--- src/rtl/imon_pkg.sv ---
package imon_pkg;

   typedef enum logic [0:0] {
      WALK_IDLE = 1'b0,
      WALK_RUN  = 1'b1
   } walk_state_e;

   // Tag carried alongside a read so the returning data knows its role.
   typedef struct packed {
      logic valid;
      logic skip;
      logic last;
   } rd_tag_t;

   function automatic int unsigned cnt_width(input int unsigned n);
      return (n > 1) ? $clog2(n) : 1;
   endfunction

endpackage

--- src/rtl/imon_prescaler.sv ---
module imon_prescaler #(
   parameter int unsigned US_DIV  = 200,
   parameter int unsigned SCAN_US = 50
) (
   input  logic clk,
   input  logic rst_n,
   output logic us_tick,
   output logic scan_go
);
   localparam int unsigned UCW = imon_pkg::cnt_width(US_DIV);
   localparam int unsigned SCW = imon_pkg::cnt_width(SCAN_US);

   generate
      if (US_DIV == 1) begin : g_tick_every
         assign us_tick = 1'b1;
      end else begin : g_tick_div
         localparam logic [UCW-1:0] U_LAST = UCW'(US_DIV - 1);
         logic [UCW-1:0] ucnt;
         always_ff @(posedge clk or negedge rst_n) begin
            if (!rst_n)
               ucnt <= '0;
            else if (ucnt == U_LAST)
               ucnt <= '0;
            else
               ucnt <= ucnt + 1'b1;
         end
         assign us_tick = (ucnt == U_LAST);
      end

      if (SCAN_US == 1) begin : g_scan_every
         assign scan_go = us_tick;
      end else begin : g_scan_div
         localparam logic [SCW-1:0] S_LAST = SCW'(SCAN_US - 1);
         logic [SCW-1:0] scnt;
         always_ff @(posedge clk or negedge rst_n) begin
            if (!rst_n)
               scnt <= '0;
            else if (us_tick) begin
               if (scnt == S_LAST)
                  scnt <= '0;
               else
                  scnt <= scnt + 1'b1;
            end
         end
         assign scan_go = us_tick && (scnt == S_LAST);
      end
   endgenerate

endmodule

--- src/rtl/imon_rom.sv ---
module imon_rom #(
   parameter int unsigned          DATA_W = 16,
   parameter logic [DATA_W-1:0]    VALUE  = '0
) (
   output logic [DATA_W-1:0] rom_word
);
   assign rom_word = VALUE;
endmodule

--- src/rtl/imon_shadow.sv ---
module imon_shadow #(
   parameter int unsigned          DATA_W    = 16,
   parameter logic [DATA_W-1:0]    ROM_VALUE = '0
) (
   input  logic              clk,
   input  logic              rst_n,
   input  logic              us_tick,
   input  logic              inj_en,
   input  logic [DATA_W-1:0] inj_mask,
   output logic              por_fault
);
   logic [DATA_W-1:0] rom_word;
   logic [DATA_W-1:0] shadow_q;

   imon_rom #(.DATA_W(DATA_W), .VALUE(ROM_VALUE)) u_rom (.rom_word(rom_word));

   // Volatile copy: seeded only by reset, otherwise touched only by injection.
   always_ff @(posedge clk or negedge rst_n) begin
      if (!rst_n)
         shadow_q <= ROM_VALUE;
      else if (inj_en)
         shadow_q <= shadow_q ^ inj_mask;
   end

   always_ff @(posedge clk or negedge rst_n) begin
      if (!rst_n)
         por_fault <= 1'b0;
      else if (us_tick)
         por_fault <= (shadow_q != rom_word);
   end

endmodule

--- src/rtl/imon_walker.sv ---
module imon_walker
   import imon_pkg::*;
#(
   parameter int unsigned WORDS  = 16,
   parameter int unsigned DATA_W = 16,
   parameter int unsigned SKIP_A = 3,
   parameter int unsigned SKIP_B = 7,
   localparam int unsigned ADDR_W = cnt_width(WORDS)
) (
   input  logic              clk,
   input  logic              rst_n,
   input  logic              scan_go,
   output logic              mem_rd,
   output logic [ADDR_W-1:0] mem_addr,
   input  logic [DATA_W-1:0] mem_data,
   input  logic [DATA_W-1:0] ref_sum,
   output logic              pass_done,
   output logic              nvm_fault
);
   localparam logic [ADDR_W-1:0]   A_LAST    = ADDR_W'(WORDS - 1);
   localparam int unsigned         NSKIP     = 2;
   localparam int unsigned         SKIP_LIST [NSKIP] = '{SKIP_A, SKIP_B};

   walk_state_e       state;
   logic [ADDR_W-1:0] addr;
   rd_tag_t           tag;
   logic [DATA_W-1:0] acc;
   logic [DATA_W-1:0] acc_next;
   logic [NSKIP-1:0]  skip_hit;

   generate
      for (genvar g = 0; g < NSKIP; g++) begin : g_skip
         assign skip_hit[g] = (32'(addr) == SKIP_LIST[g]);
      end
   endgenerate

   assign mem_rd    = (state == WALK_RUN);
   assign mem_addr  = addr;
   assign pass_done = tag.valid && tag.last;
   assign acc_next  = tag.skip ? acc : acc + mem_data;

   always_ff @(posedge clk or negedge rst_n) begin
      if (!rst_n) begin
         state <= WALK_IDLE;
         addr  <= '0;
      end else begin
         unique case (state)
            WALK_IDLE: if (scan_go) begin
               state <= WALK_RUN;
               addr  <= '0;
            end
            WALK_RUN: begin
               if (addr == A_LAST)
                  state <= WALK_IDLE;
               else
                  addr <= addr + 1'b1;
            end
            default: state <= WALK_IDLE;
         endcase
      end
   end

   always_ff @(posedge clk or negedge rst_n) begin
      if (!rst_n)
         tag <= '0;
      else begin
         tag.valid <= (state == WALK_RUN);
         tag.skip  <= |skip_hit;
         tag.last  <= (addr == A_LAST);
      end
   end

   always_ff @(posedge clk or negedge rst_n) begin
      if (!rst_n)
         acc <= '0;
      else if (state == WALK_IDLE && scan_go)
         acc <= '0;
      else if (tag.valid)
         acc <= acc_next;
   end

   always_ff @(posedge clk or negedge rst_n) begin
      if (!rst_n)
         nvm_fault <= 1'b0;
      else if (pass_done)
         nvm_fault <= (acc_next != ref_sum);
   end

endmodule

--- src/rtl/mem_integrity_mon.sv ---
module mem_integrity_mon #(
   parameter int unsigned          US_DIV    = 200,
   parameter int unsigned          SCAN_US   = 50,
   parameter int unsigned          WORDS     = 16,
   parameter int unsigned          DATA_W    = 16,
   parameter int unsigned          SKIP_A    = 3,
   parameter int unsigned          SKIP_B    = 7,
   parameter logic [DATA_W-1:0]    ROM_VALUE = 16'hA5C3,
   localparam int unsigned         ADDR_W    = imon_pkg::cnt_width(WORDS)
) (
   input  logic              clk,
   input  logic              rst_n,
   input  logic              inj_en,
   input  logic [DATA_W-1:0] inj_mask,
   output logic              mem_rd,
   output logic [ADDR_W-1:0] mem_addr,
   input  logic [DATA_W-1:0] mem_data,
   input  logic [DATA_W-1:0] ref_sum,
   output logic              por_fault,
   output logic              nvm_fault
);
   generate
      if (WORDS < 2)                     begin : g_bad_words  $error("WORDS must be at least 2");              end
      if (SKIP_A >= WORDS)               begin : g_bad_skipa  $error("SKIP_A outside memory");                 end
      if (SKIP_B >= WORDS)               begin : g_bad_skipb  $error("SKIP_B outside memory");                 end
      if (SKIP_A == SKIP_B)              begin : g_bad_skip   $error("excluded addresses must differ");        end
      if (DATA_W < 2)                    begin : g_bad_width  $error("DATA_W too small");                      end
      if (US_DIV * SCAN_US <= WORDS + 2) begin : g_bad_period $error("scan period shorter than one pass");     end
   endgenerate

   logic us_tick;
   logic scan_go;
   logic pass_done;

   imon_prescaler #(.US_DIV(US_DIV), .SCAN_US(SCAN_US)) u_pre (
      .clk     (clk),
      .rst_n   (rst_n),
      .us_tick (us_tick),
      .scan_go (scan_go)
   );

   imon_shadow #(.DATA_W(DATA_W), .ROM_VALUE(ROM_VALUE)) u_shadow (
      .clk       (clk),
      .rst_n     (rst_n),
      .us_tick   (us_tick),
      .inj_en    (inj_en),
      .inj_mask  (inj_mask),
      .por_fault (por_fault)
   );

   imon_walker #(
      .WORDS  (WORDS),
      .DATA_W (DATA_W),
      .SKIP_A (SKIP_A),
      .SKIP_B (SKIP_B)
   ) u_walk (
      .clk       (clk),
      .rst_n     (rst_n),
      .scan_go   (scan_go),
      .mem_rd    (mem_rd),
      .mem_addr  (mem_addr),
      .mem_data  (mem_data),
      .ref_sum   (ref_sum),
      .pass_done (pass_done),
      .nvm_fault (nvm_fault)
   );

endmodule

--- config.mk ---
export PLATFORM = sky130hd
export DESIGN_NAME = mem_integrity_mon
export DESIGN_NICKNAME = d
export VERILOG_FILES = /design/src/rtl/imon_pkg.sv /design/src/rtl/imon_prescaler.sv /design/src/rtl/imon_rom.sv /design/src/rtl/imon_shadow.sv /design/src/rtl/imon_walker.sv /design/src/rtl/mem_integrity_mon.sv
export SDC_FILE = /design/constraint.sdc
export NUM_CORES = 1
export LEC_CHECK = 0
export ABC_AREA = 1
export BUFFER_PORTS_ARGS = -buffer_cell sky130_fd_sc_hd__buf_2
export CAP_MARGIN = 10
export CORE_ASPECT_RATIO = 0.8
export CORE_MARGIN = 8
export CORE_UTILIZATION = 40
export CTS_CLUSTER_SIZE = 16
export DETAILED_ROUTE_END_ITERATION = 12
export GPL_ROUTABILITY_DRIVEN = 0
export PLACE_DENSITY_LB_ADDON = 0.15
export SYNTH_ARGS = -nofsm -noshare
export SYNTH_HDL_FRONTEND = slang
export SYNTH_SLANG_ARGS = --single-unit
export TNS_END_PERCENT = 5
--- constraint.sdc ---
create_clock -name clk -period 2.9 [get_ports clk]
set_input_delay 0.435 -clock clk [delete_from_list [all_inputs] [get_ports clk]]
set_output_delay 0.435 -clock clk [all_outputs]
set_load 0.05 [all_outputs]
==> key figures <==
Detailed routing
  • Drt initial violations: about 260
  • First drt pass iteration count: 4
  • ANT nets after route: 0
  • # DRC: 0
  • Vias/cell: 4.81
  • Total routed wirelength: around 9.7 mm
  • Via count: roughly 3600
  • Wire per inst: around 13 µm

CTS
  • Clock tree root buffer cell: clkbuf_16
  • Post-cts resize count: 0
  • Post-CTS setup buffers: 0
  • Bufs on Longest Clock Path: 2
  • Clock sink count: 56
  • Worst skew pair latency: about 0.30 ns
  • Hold_buf cts: 1
  • H-tree depth: 2
  • TritonCTS clock tree: done
  • Clock Pin Slew Worst Setup and Hold Paths: 0.08 ns
  • CTS buffer count: 5

Timing
  • Rel. slew slack: 0.728
  • Fin. Hold Viols: 0
  • Final setup viols: 0
  • Slew @ Worst Pin: 0.404 ns
  • Fmax: between 400 and 500 MHz
  • Share of the clock period used by the worst path: 0.836
  • RSZ-0062 raised after global routing: false
  • Final slew viol count: 0
  • Hold_ws: around 0.42 ns
  • Min cycle time layout: 2.42 ns
  • Fin Clk Skew: between 0.01 and 0.015 ns
  • Setup TNS: 0 ns

Power and ir drop
  • Clock share of power: 0.305
  • Sequential fraction of design power: 0.503
  • Switching power total: about 0.6 mW
  • Switching share of total power: 0.295
  • Int Power: roughly 1.4 mW
  • Max IR drop VDD: ~0.39 mV
  • Combinational share of power: 0.193
  • Cell area power density: approximately 460 mW/mm²
  • Final Power: 2.03 mW
  • Static Leak: ~2.6 nW

Min path
  • Hold Startpoint: inj_mask[1]
  • Worst Hold Class: input port to register
  • Hold Path Depth: 4
  • Worst Hold Endpoint: u_shadow.shadow_q[1]$_DFFE_PN1P_

Synth
  • Top-area cell type share of the netlist area: 0.309
  • Post-synth EDFFs: 0
  • Most used DFF post-synth: dfrtp_1
  • Most numerous cell in the Yosys netlist: nand2_1
  • Distinct cells, synth: 35
  • Syn Nets: about 630
  • Synth cell count leaders: nand2_1, inv_1, nand3_1
  • Mean Syn Cell Area: between 6 and 7 µm²
  • #FFs+latches synth: between 50 and 60
  • Async set or reset register ratio after synthesis: 1.00
  • Synth area leaders: dfrtp_1, nand2_1, inv_1
  • Gate Count Post-Synth: between 500 and 600
  • Sequential share of the synthesized area: 0.363
  • Cell taking the most area after synthesis: dfrtp_1
  • Yosys warns: 0
  • Cell Area, Synth: 0.00388 mm²

Placed design
  • Port Buffers: 57
  • DP Area: roughly 0.0043 mm²
  • Detailed Place HPWL: around 7.5 mm

Final layout
  • Antenna fix cells: 0
  • Layout overhead on the synthesized area: 15.0%
  • Nets: a little under 700
  • Final instance area: about 0.0045 mm²
  • Layout cell share with drive strength beyond 1: 0.135

GRT
  • GR Util met2: 0.227
  • Global-route wire length before repair: 16.4 mm
  • Grt ovf: 0
  • M1 GR Usage: 0.211
  • Met3 Track Usage GR: 0.0425
  • Largest net degree at the start of global routing: 56
  • GRT Total Usage: 0.152
  • Initial antenna violation count: 1
  • Vias in the first global route: ~3400
  • Busiest grt layer: met2

Critical path
  • Critical path arrival: between 2 and 3 ns
  • Reg-to-reg endpoint: u_walk.nvm_fault$_DFFE_PN0P_
  • FF-to-FF path depth: 19
  • Worst reg2reg setup slack: roughly 0.48 ns
  • Crit-path max FO: 4
  • Crit path kind: register to register
  • Crit path capture type: register
  • Req. time, crit path: between 3 and 4 ns
  • CP Launch Type: register
  • Reg-to-reg startpoint: u_walk.acc[0]$_DFFE_PN0P_

Die
  • Row cnt: 32
  • Chip height: around 100 µm
  • Initial Util: 0.408
  • Die ar.: 0.0131 mm²
  • Core area: about 0.0095 mm²
  • Ports: 58
  • Die width: approximately 130 µm

Run
  • Max_cap viols: 0

Outcome
  • Outcome: complete, no violations
[critical path, cell delays in order, from the launching register on]
cell,delay (ns)
dfrtp_1,0.37
ha_1,0.22
inv_1,0.07
fa_1,0.39
inv_1,0.11
nand2_1,0.11
nand2_1,0.10
nand3_1,0.09
nand2_1,0.10
nand2_1,0.07
nand2_1,0.06
nand2_1,0.04
nand3_1,0.08
nand2_1,0.07
nand2_1,0.06
nand3_1,0.07
nor2_1,0.14
nand3_1,0.08
nand2_1,0.06
inv_1,0.03
[state kept, by name (all words and copies together), names as in the netlist]
| name | flops |
|---|---|
| u_walk.tag | 3 |
| u_walk.acc | 16 |
| u_shadow.por_fault | 1 |
| u_walk.mem_addr | 4 |
| u_shadow.shadow_q | 16 |
| u_pre.g_tick_div.ucnt | 8 |
| u_walk.mem_rd | 1 |
| u_pre.g_scan_div.scnt | 6 |
| u_walk.nvm_fault | 1 |
[cell families after synthesis]
logic type / synth area share
AOI/OAI and AO/OA: 0.0641
xor gates and xnor gates: 0.0451
adders and majority gates: 0.0664
buffers and inverters: 0.123
DFF: 0.363
and+or+nand+nor: 0.338
[power groups by stage]
stage / logic, mW / clock network [mW] / registers [mW]
2_1_floorplan: 0.282 / 0 / 1.01
3_3_place_gp: 0.382 / 0 / 1.03
3_5_place_dp: 0.393 / 0 / 1.04
4_1_cts: 0.396 / 0.648 / 1.02
5_1_grt: 0.461 / 0.676 / 1.04
6_report: 0.391 / 0.620 / 1.02
[worst max-delay path by stage]
stage,from,end,slack (ns),cells after the start
5_1_grt,u_walk.acc[0]$_DFFE_PN0P_,u_walk.nvm_fault$_DFFE_PN0P_,0.12,19
2_1_floorplan,mem_data[0],u_walk.nvm_fault$_DFFE_PN0P_,0.71,17
6_report,u_walk.acc[0]$_DFFE_PN0P_,u_walk.nvm_fault$_DFFE_PN0P_,0.48,19
3_5_place_dp,mem_data[0],u_walk.nvm_fault$_DFFE_PN0P_,0.32,20
3_3_place_gp,mem_data[0],u_walk.nvm_fault$_DFFE_PN0P_,0.37,18
4_1_cts,u_walk.acc[0]$_DFFE_PN0P_,u_walk.nvm_fault$_DFFE_PN0P_,0.47,19
[per-stage QoR]
stage / instances / worst slack (ns) / util
floorplan: 561 / 0.714 / -
global placement: 733 / 0.373 / 0.452
detailed placement: 733 / 0.322 / 0.452
CTS: 742 / 0.473 / 0.469
global route: 742 / 0.115 / 0.469
finish: 742 / 0.477 / 0.469
[metal layers]
layer	up-vias	wire length [µm]
met5	-	13
met4	2	52
met3	6	562
met2	75	4080
met1	1609	5010
li1	1877	-
[layout by cell type, fill, tap and decap left out, drive strengths merged, types with 7 or more instances in the layout]
cell and instances:
inv 108, dfstp 8, ha 19, nand3 58
buf 63, a21oi 18, nand4 7, nor2 42
o22ai 15, dfrtp 48, nand2 170, o21ai 9
nor3 7, xor2 19
[layout make-up]
cell class | count | area, µm²
inverter | 108 | 410
sequential | 56 | 1410
multi-input combinational | 387 | 2000
tap | 119 | 149
clock inverter | 3 | 21.3
fill | 964 | 5060
timing repair buffer | 64 | 353
clock buffer | 5 | 125
(Power assumes the default switching activity.)
